==> src/rtl/padd_pkg.sv <==
package padd_pkg;

  localparam int XLEN_P = 64;
  localparam int ILEN_P = 32;
  localparam int RIDX_P = 5;

  localparam logic [5:0] PRIMARY_ALU = 6'd31;
  localparam logic [8:0] EXT_ADD     = 9'd266;

  typedef struct packed {
    logic ca;
    logic ca32;
    logic ov;
    logic ov32;
    logic so;
    logic lt;
    logic gt;
    logic eq;
  } flags_t;

  typedef struct packed {
    logic              wen;
    logic              err;
    logic [RIDX_P-1:0] rt;
    logic [XLEN_P-1:0] result;
    logic [XLEN_P-1:0] npc;
    flags_t            flags;
  } beat_t;

  localparam int BEAT_W = $bits(beat_t);

endpackage

==> src/rtl/padd_rst_sync.sv <==
module padd_rst_sync #(
  parameter int STAGES = 2
) (
  input  logic clk,
  input  logic rst_n,
  output logic rst_q
);

  logic [STAGES-1:0] chain_q;
  logic [STAGES-1:0] chain_d;

  always_comb begin
    chain_d = {chain_q[STAGES-2:0], 1'b1};
  end

  always_ff @(posedge clk or negedge rst_n) begin
    if (!rst_n) chain_q <= '0;
    else        chain_q <= chain_d;
  end

  assign rst_q = chain_q[STAGES-1];

endmodule

==> src/rtl/padd_decode.sv <==
module padd_decode
  import padd_pkg::*;
#(
  parameter int ILEN   = ILEN_P,
  parameter int RIDX_W = RIDX_P
) (
  input  logic [ILEN-1:0]   insn,
  output logic              is_add,
  output logic [RIDX_W-1:0] rt,
  output logic [RIDX_W-1:0] ra,
  output logic [RIDX_W-1:0] rb
);

  localparam int OPC_W  = 6;
  localparam int RT_LSB = ILEN - OPC_W - RIDX_W;
  localparam int RA_LSB = RT_LSB - RIDX_W;
  localparam int RB_LSB = RA_LSB - RIDX_W;
  localparam int OE_BIT = RB_LSB - 1;
  localparam int XO_W   = OE_BIT - 1;

  logic opc_hit;
  logic xo_hit;
  logic oe_bit;
  logic rc_bit;

  always_comb begin
    opc_hit = (insn[ILEN-1 -: OPC_W] == PRIMARY_ALU);
    xo_hit  = (insn[XO_W:1] == EXT_ADD);
    oe_bit  = insn[OE_BIT];
    rc_bit  = insn[0];
    is_add  = opc_hit && xo_hit && !oe_bit && !rc_bit;
    rt      = insn[RT_LSB +: RIDX_W];
    ra      = insn[RA_LSB +: RIDX_W];
    rb      = insn[RB_LSB +: RIDX_W];
  end

endmodule

==> src/rtl/padd_flags.sv <==
module padd_flags
  import padd_pkg::*;
#(
  parameter int XLEN = XLEN_P
) (
  input  logic [XLEN-1:0] a,
  input  logic [XLEN-1:0] b,
  output logic [XLEN-1:0] sum,
  output flags_t          flags
);

  localparam int LANES = 2;
  localparam int SEG   = XLEN / LANES;

  logic [LANES:0]   cin;
  logic [LANES-1:0] ovf_l;
  logic [SEG:0]     seg_res [LANES];

  assign cin[0] = 1'b0;

  for (genvar g = 0; g < LANES; g++) begin : g_lane
    logic [SEG-1:0] a_s;
    logic [SEG-1:0] b_s;
    assign a_s        = a[g*SEG +: SEG];
    assign b_s        = b[g*SEG +: SEG];
    assign seg_res[g] = {1'b0, a_s} + {1'b0, b_s} + {{SEG{1'b0}}, cin[g]};
    assign cin[g+1]   = seg_res[g][SEG];
    assign ovf_l[g]   = (a_s[SEG-1] == b_s[SEG-1]) &&
                        (seg_res[g][SEG-1] != a_s[SEG-1]);
    assign sum[g*SEG +: SEG] = seg_res[g][SEG-1:0];
  end

  always_comb begin
    flags.ca   = cin[LANES];
    flags.ca32 = cin[1];
    flags.ov   = ovf_l[LANES-1];
    flags.ov32 = ovf_l[0];
    flags.so   = ovf_l[LANES-1];
    flags.lt   = sum[XLEN-1];
    flags.eq   = ~|sum;
    flags.gt   = !sum[XLEN-1] && (|sum);
  end

endmodule

==> src/rtl/padd_outreg.sv <==
module padd_outreg #(
  parameter int W = 8
) (
  input  logic         clk,
  input  logic         rst_n,
  input  logic         load,
  input  logic         drop,
  input  logic [W-1:0] d,
  output logic         valid,
  output logic [W-1:0] q
);

  logic         valid_q;
  logic         valid_d;
  logic [W-1:0] data_q;
  logic [W-1:0] data_d;

  always_comb begin
    valid_d = valid_q;
    data_d  = data_q;
    if (load) begin
      valid_d = 1'b1;
      data_d  = d;
    end else if (drop) begin
      valid_d = 1'b0;
    end
  end

  always_ff @(posedge clk or negedge rst_n) begin
    if (!rst_n) begin
      valid_q <= 1'b0;
      data_q  <= '0;
    end else begin
      valid_q <= valid_d;
      if (load) data_q <= data_d;
    end
  end

  assign valid = valid_q;
  assign q     = data_q;

endmodule

==> src/rtl/padd_unit.sv <==
module padd_unit
  import padd_pkg::*;
#(
  parameter int XLEN   = XLEN_P,
  parameter int ILEN   = ILEN_P,
  parameter int RIDX_W = RIDX_P
) (
  input  logic              clk,
  input  logic              rst_n,
  input  logic              in_valid,
  output logic              in_ready,
  input  logic [ILEN-1:0]   in_insn,
  input  logic [XLEN-1:0]   in_pc,
  input  logic [XLEN-1:0]   in_opa,
  input  logic [XLEN-1:0]   in_opb,
  output logic [RIDX_W-1:0] rd_idx_a,
  output logic [RIDX_W-1:0] rd_idx_b,
  output logic              out_valid,
  input  logic              out_ready,
  output logic              out_wen,
  output logic              out_err,
  output logic [RIDX_W-1:0] out_rt,
  output logic [XLEN-1:0]   out_result,
  output logic [XLEN-1:0]   out_next_pc,
  output logic              out_ca,
  output logic              out_ca32,
  output logic              out_ov,
  output logic              out_ov32,
  output logic              out_so,
  output logic              out_lt,
  output logic              out_gt,
  output logic              out_eq
);

  localparam logic [XLEN-1:0] INSN_BYTES = XLEN'(ILEN / 8);

  logic              rst_q;
  logic              dec_add;
  logic [RIDX_W-1:0] dec_rt;
  logic [XLEN-1:0]   sum;
  flags_t            fl;
  beat_t             beat_d;
  beat_t             beat_q;
  logic [BEAT_W-1:0] beat_vec_q;
  logic              accept;
  logic              drain;

  padd_rst_sync #(.STAGES(2)) u_rst (
    .clk   (clk),
    .rst_n (rst_n),
    .rst_q (rst_q)
  );

  padd_decode #(.ILEN(ILEN), .RIDX_W(RIDX_W)) u_dec (
    .insn   (in_insn),
    .is_add (dec_add),
    .rt     (dec_rt),
    .ra     (rd_idx_a),
    .rb     (rd_idx_b)
  );

  padd_flags #(.XLEN(XLEN)) u_flags (
    .a     (in_opa),
    .b     (in_opb),
    .sum   (sum),
    .flags (fl)
  );

  always_comb begin
    in_ready = rst_q && (!out_valid || out_ready);
    accept   = in_valid && in_ready;
    drain    = out_valid && out_ready;

    beat_d.wen    = dec_add;
    beat_d.err    = !dec_add;
    beat_d.rt     = dec_add ? dec_rt : '0;
    beat_d.result = dec_add ? sum    : '0;
    beat_d.npc    = in_pc + INSN_BYTES;
    beat_d.flags  = dec_add ? fl     : '0;
  end

  padd_outreg #(.W(BEAT_W)) u_out (
    .clk   (clk),
    .rst_n (rst_q),
    .load  (accept),
    .drop  (drain),
    .d     (beat_d),
    .valid (out_valid),
    .q     (beat_vec_q)
  );

  always_comb begin
    beat_q      = beat_t'(beat_vec_q);
    out_wen     = beat_q.wen;
    out_err     = beat_q.err;
    out_rt      = beat_q.rt;
    out_result  = beat_q.result;
    out_next_pc = beat_q.npc;
    out_ca      = beat_q.flags.ca;
    out_ca32    = beat_q.flags.ca32;
    out_ov      = beat_q.flags.ov;
    out_ov32    = beat_q.flags.ov32;
    out_so      = beat_q.flags.so;
    out_lt      = beat_q.flags.lt;
    out_gt      = beat_q.flags.gt;
    out_eq      = beat_q.flags.eq;
  end

  AST_SIGN_ONEHOT: assert property (@(posedge clk) disable iff (!rst_q)
    (out_valid && out_wen) |-> $onehot({out_lt, out_gt, out_eq}));

  AST_ERR_SILENT: assert property (@(posedge clk) disable iff (!rst_q)
    (out_valid && out_err) |-> (!out_wen && out_result == '0 &&
      {out_ca, out_ca32, out_ov, out_ov32, out_so, out_lt, out_gt, out_eq} == '0));

  AST_SO_TRACKS_OV: assert property (@(posedge clk) disable iff (!rst_q)
    out_valid |-> (out_so == out_ov));

  AST_ONE_CYCLE: assert property (@(posedge clk) disable iff (!rst_q)
    (in_valid && in_ready) |=> out_valid);

  AST_STALL_HOLD: assert property (@(posedge clk) disable iff (!rst_q)
    (out_valid && !out_ready) |=> (out_valid && $stable(out_result) &&
      $stable(out_rt) && $stable(out_next_pc)));

  AST_STALL_BLOCKS: assert property (@(posedge clk) disable iff (!rst_q)
    (out_valid && !out_ready) |-> !in_ready);

  AST_RESET_QUIET: assert property (@(posedge clk)
    !rst_q |-> (!out_valid && !in_ready));

endmodule

==> config.mk <==
export PLATFORM = sky130hd
export DESIGN_NAME = padd_unit
export DESIGN_NICKNAME = d
export VERILOG_FILES = /design/src/rtl/padd_pkg.sv /design/src/rtl/padd_rst_sync.sv /design/src/rtl/padd_decode.sv /design/src/rtl/padd_flags.sv /design/src/rtl/padd_outreg.sv /design/src/rtl/padd_unit.sv
export SDC_FILE = /design/constraint.sdc
export NUM_CORES = 1
export LEC_CHECK = 0
export ABC_AREA = 1
export ABC_CLOCK_PERIOD_IN_PS = 6680
export CORE_MARGIN = 2
export CORE_UTILIZATION = 45
export CTS_CLUSTER_DIAMETER = 200
export DETAILED_ROUTE_END_ITERATION = 8
export PLACE_DENSITY = 0.78
export SLEW_MARGIN = 20
export SYNTH_ARGS = -nofsm -noshare
export SYNTH_HDL_FRONTEND = slang
export SYNTH_SLANG_ARGS = --single-unit
==> constraint.sdc <==
create_clock -name clk -period 6.68 [get_ports clk]
set_input_delay 1.002 -clock clk [delete_from_list [all_inputs] [get_ports clk]]
set_output_delay 1.002 -clock clk [all_outputs]
set_load 0.05 [all_outputs]
=== Word-level counts from Yosys, hierarchy flattened ===
Cells that the tools add are included.

* Logic and storage cells: 36
* Input bits: 228
* Output and inout bits: 155
* Flip-flop bits (word level): 146

* Eq/ne operators: 6
* Add/sub/neg operators: 4
* Muxes and demuxes: 5
* Reductions and logical operators: 18

{| class="wikitable"
|+ Operators by type and width
! kind !! number
|-
| $add 32x32->33 || 2
|-
| $add 64x3->64 const B || 1
|-
| $mux 64 || 1
|-
| $reduce_or 64->1 || 1
|-
| $add 33x1->33 || 1
|-
| $eq 9x9->1 const B || 1
|-
| $logic_and 1x1->1 || 9
|-
| $mux 8 || 1
|-
| $eq 6x5->1 const B || 1
|-
| $logic_not 1->1 || 6
|-
| $mux 5 || 1
|-
| $eq 1x1->1 || 2
|-
| $mux 1 || 2
|-
| $ne 1x1->1 || 2
|-
| $reduce_bool 2->1 || 1
|-
| $logic_or 1x1->1 || 1
|}

=== Depth between registers and ports, before layout ===
* Depth in word-level cells: 5
* Depth in mapped cells: 34
* Depth with buffers taken out: 34

=== Modules after synthesis ===
From an unflattened synthesis, not the netlist that was laid out.

* Cells, all modules: 2411
* Area total of the unflattened synthesis: 13784.5 µm²

{| class="wikitable"
|+ Modules (own cells, without submodules)
! module !! cells each !! area each (µm²) !! seq. area each (µm²) !! instances
|-
| padd_outreg || 608 || 5439.0 || 3603.5 || 1
|-
| padd_flags || 1157 || 5435.2 || 0.0 || 1
|-
| padd_unit || 608 || 2662.6 || 0.0 || 1
|-
| padd_decode || 35 || 193.9 || 0.0 || 1
|-
| padd_rst_sync || 3 || 53.8 || 50.0 || 1
|}

=== Worst setup path before layout ===
OpenSTA, ideal clock, no wires.

* Path kind: register -> register
* Start: reg u_rst.chain_q[1]
* End: reg u_out.data_q[72], in the netlist u_out.q[72]
* Stages on the path, launching flop included: 8
* Clock period less this slack: 5.284 ns
* Buffers on the path: 2
* Arrival: 5.201 ns
* Path slack: 1.396 ns
* Data required time: 6.597 ns
* Library setup time: 0.083 ns
* Cell sequence: dfrtp_1 and2_1 nand2_1 nor4_1 nand2_1 clkbuf_1 clkbuf_1 o21ai_0

* Cells in the longest elaborated chain, start to end: 2

{| class="wikitable"
|+ RTL lines
! what !! RTL line !! text
|-
| start, declared || padd_rst_sync.sv:9 || <nowiki>logic [STAGES-1:0] chain_q;</nowiki>
|-
| start signal, assigned || padd_rst_sync.sv:18 || <nowiki>else chain_q <= chain_d;</nowiki>
|-
| $logic_and 1x1->1 || padd_unit.sv:70 || <nowiki>in_ready = rst_q && (!out_valid || out_ready);</nowiki>
|-
| named net in_ready || padd_unit.sv:11 || <nowiki>output logic in_ready,</nowiki>
|-
| $logic_and 1x1->1 || padd_unit.sv:71 || <nowiki>accept = in_valid && in_ready;</nowiki>
|-
| end signal, assigned || padd_outreg.sv:35 || <nowiki>if (load) data_q <= data_d;</nowiki>
|-
| end, declared || padd_outreg.sv:15 || <nowiki>logic [W-1:0] data_q;</nowiki>
|}

The timed path passes the listed nets, and every way through them passes these cells.
A chain may end at the register's enable or synchronous reset.

=== Worst setup path in the final report ===
* Start: in in_opa[0]
* End: reg u_out.data_q[1], in the netlist u_out.q[1]

* Cells in the longest elaborated chain, start to end: 5
* Elaborated cells between the ends (all ways): 6
* Classes of those cells: add/sub: 2; mux: 1; reduce/logical: 3

{| class="wikitable"
|+ RTL lines
! what !! RTL line !! text
|-
| start, declared || padd_unit.sv:14 || <nowiki>input logic [XLEN-1:0] in_opa,</nowiki>
|-
| $add 32x32->33 * || padd_flags.sv:26 || <nowiki>assign seg_res[g] = {1'b0, a_s} + {1'b0, b_s} + {{SEG{1'b0}}, cin[g]};</nowiki>
|-
| $add 33x1->33 || padd_flags.sv:26 ||
|-
| $reduce_or 64->1 / $logic_not 1->1 (equally long branches) || padd_flags.sv:41 || <nowiki>flags.gt = !sum[XLEN-1] && (|sum);</nowiki>
|-
| $logic_and 1x1->1 * || padd_flags.sv:41 ||
|-
| $mux 8 * || padd_unit.sv:79 || <nowiki>beat_d.flags = dec_add ? fl : '0;</nowiki>
|}

Every way passes the cells marked *; elsewhere a longest branch is shown, timed or not.

==> impl_metrics.py <==
metrics = {
    "cts": {
        "cts_hold_buf": 0,
        "htreeDepth": 4,
        "cts_resized": 0,
        "clock-root-buffer": "clkbuf_16",
        "cts_setup_buffers": 0,
        "clkSinkCount": 144,
        "clock_latency_ps": 430,
        "cts_tree": "built",
        "ctsLongestPathBuffers": 2,
        "numCtsBuffers": 17,
        "clkTransAtPathRegs_ps": 70,
    },
    "synth": {
        "seq_area_frac_synth": 0.2956,
        "synth_edf_count": 0,
        "synth_flop_cell": "dfrtp_1",
        "synth_cell_types": 46,
        "synth_top_cells_by_count": "nand2_1, inv_1, dfrtp_1, nor2_1, o21ai_0",
        "syn_area_mm2": 0.01219,
        "ys_seq_elements": 144,
        "async_flop_share": 1.000,
        "synthTopCellsByArea": "dfrtp_1, nand2_1, inv_1",
        "synthMostInstantiatedCell": "nand2_1",
        "yosys_warnings": 0,
        "synthCells": 1955,
        "synth_fp_nets": 2250,
        "postSynthAreaPerCell_um2": 6.236,
        "synth_area_leader_cell": "dfrtp_1",
        "yosysTopAreaCellShare": 0.2956,
    },
    "setup_path": {
        "crit_path_top_delay_cell": "fa_1",
        "cpPeakStageDelay_ps": 480,
        "critPathArrivalTime_ps": 5540,
        "worst_setup_path_end_kind": "flop",
        "crit_type": "in -> reg",
        "cp.required_ps": 6980,
        "start_kind": "primary input",
        "path_common_cell": "nand2_1",
        "worstPathMaxFanout": 4,
    },
    "detailed_routing": {
        "drt-vias-per-instance": 5.095,
        "routed_wl_mm": 44.48,
        "drtIter0Drc": 1120,
        "routedWlPerCell_um": 16.75,
        "dr.pass1.iters": 6,
        "drc": 0,
        "postRouteAntennaNets": 0,
        "num_vias": 13530,
    },
    "sta": {
        "worstMarginPinSlew_ps": 979.6,
        "rsz0062_at_grt": "no",
        "finalCritPeriodShare": 0.7835,
        "report.final.setup_viol": 0,
        "fin_skew_ps": 12.21,
        "tns_ps": 0,
        "relSlewSlack": 0.3469,
        "hold_viol_final": 0,
        "slew_violations": 0,
        "fin_crit_ps": 5234,
        "hold_ws_ps": 332.1,
        "fmax_mhz": 191.1,
    },
    "floorplan": {
        "die-width_um": 168.6,
        "start_util": 0.4549,
        "ios": 383,
        "coreArea_mm2": 0.02680,
        "fp.dieH_um": 168.6,
        "die_area_mm2": 0.02843,
        "rows": 60,
    },
    "grt": {
        "grt_usage": 0.3116,
        "grt_pass1_vias": 13110,
        "grt_overflow": 0,
        "grt_max_degree": 91,
        "grt_first_pass_wirelength_mm": 68.67,
        "antenna_found_initial": 2,
    },
    "power": {
        "seq_power_share": 0.311,
        "irDropWorstVdd_mv": 0.1017,
        "leakage_nw": 8.720,
        "intPower_mw": 1.949,
        "p_sw_frac": 0.3816,
        "pwr_density_cell_mw_per_mm2": 188.8,
        "pwr-share-clk": 0.320,
        "power_frac_comb": 0.369,
        "power.total_mw": 3.152,
        "p_sw_mw": 1.203,
    },
    "placed_design": {
        "place_congestion": 1.010,
        "portBuffers": 362,
        "hpwl_mm": 36.70,
        "post-place-cells": 2623,
    },
    "cells_and_area": {
        "multi_input_area_mm2": 0.007212,
        "final_cells": 2655,
        "area_delta_synth_final_pct": 36.93,
        "regArea_mm2": 0.003607,
        "nFillCells": 2552,
        "final_nets": 2596,
        "layout-drive-gt1-share": 0.03805,
    },
    "outcome": {
        "status": "complete, no violations",
    },
    "flow_run": {
        "maxCapViolCount": 0,
    },
    "worst_hold_path": {
        "hold_class": "reg -> async",
    },
}
[state kept, by name, summed over array words and instances, names as in the netlist]
name	count
u_out.valid	1
u_rst.chain_q	2
u_out.q	141
[per-layer routing]
layer,GRT usage,wire length (um),part of all wire,up-vias
li1,-,-,-,6720
met1,0.3932,18800,0.42,6116
met2,0.5427,21130,0.47,600
met3,0.04676,3086,0.069,90
met4,0.1124,1464,0.033,0
met5,0,0,0,-
[worst paths after layout]
| path | start | endpoint | slack (ps) | depth (start not counted) |
|---|---|---|---|---|
| setup / recovery | in_opa[0] | u_out.q[1] | 1450 | 31 |
| hold / removal | u_rst.chain_q[1] | u_out.q[5] | 330 | 0 |
| setup reg to reg | u_rst.chain_q[1] | u_out.q[26] | 3450 | 5 |
| hold reg to reg | u_rst.chain_q[1] | u_out.q[5] | 330 | 0 |
| max in group asynchronous | u_rst.chain_q[1] | u_out.q[95] | 5160 | 1 |
| min in group clk | u_rst.chain_q[0] | u_rst.chain_q[1] | 370 | 0 |
[power groups by stage]
stage	Sequential, mW	Clock, mW	Combinational, mW
2_1_floorplan	1.22	0	0.491
3_3_place_gp	0.994	0	1.15
3_5_place_dp	0.996	0	1.16
4_1_cts	0.981	1.02	1.16
5_1_grt	0.988	1.06	1.26
6_report	0.980	1.01	1.16
[area by class of cell]
type	instances	share of cell area
Timing Repair Buffer	368	0.2198
Multi-Input combinational cell	1454	0.4320
Inverter	316	0.07105
Clock buffer	18	0.02571
Sequential cell	144	0.2161
Antenna cell	1	0.0001499
Clock inverter	13	0.009669
Tap cell	341	0.02556
[layout by cell type (no fill, tap or decap), types with 2 or more instances in the layout]
cell type        Yosys  final
nand2_1            833    831
clkdlybuf4s50_1      0    362
inv_1              287    287
dfrtp_1            144    143
nor2_1             126    126
o21ai_0             79     79
nand3_1             67     67
ha_1                64     64
nand4_1             38     38
a21oi_1             37     37
xor2_1              37     37
xnor2_1             35     35
nor3_1              28     28
nand3b_1            22     22
inv_2               22     22
clkbuf_16            0     17
and2_1              11     11
o21ai_1             11     11
nor4_1              10     10
clkinv_1             7      7
a22o_1               6      6
nor2_4               6      6
buf_4               12      6
nand3_2              5      5
nand2_4              3      4
and3_1               4      4
o31ai_1              4      4
a21o_1               4      4
clkinv_2             0      4
nand2_2              2      3
nor2_2               3      3
nor3_2               3      3
fa_1                 3      3
bufinv_16            0      3
inv_6                0      3
clkinv_4             0      2
[critical path, delay by kind of cell]
kind,cells,cell delay [ps]
adder cells (fa/ha/maj),4,1570
AO/OA/AOI/OAI,1,160
buffers and inverters,2,470
AND/OR/NAND/NOR,24,2280
[stage by stage]
stage	utilization	setup slack, ps	cell area [um2]
2_1_floorplan	-	1396	12190
3_3_place_gp	0.6007	1138	16100
3_5_place_dp	0.6007	1060	16100
4_1_cts	0.6228	1496	16690
5_1_grt	0.6229	1031	16690
6_report	0.6229	1446	16690
[kinds of logic after synthesis]
| kind of cell | Yosys count | synth area share |
|---|---|---|
| adders and majority gates | 67 | 0.07061 |
| buffers and inverters | 357 | 0.1137 |
| DFF | 144 | 0.2956 |
| AOI/OAI and AO/OA | 144 | 0.06312 |
| other | 1 | 0.0003076 |
| xor gates and xnor gates | 72 | 0.05172 |
| and+or+nand+nor | 1170 | 0.4050 |
Note: power is estimated with default switching activity, not from simulation.
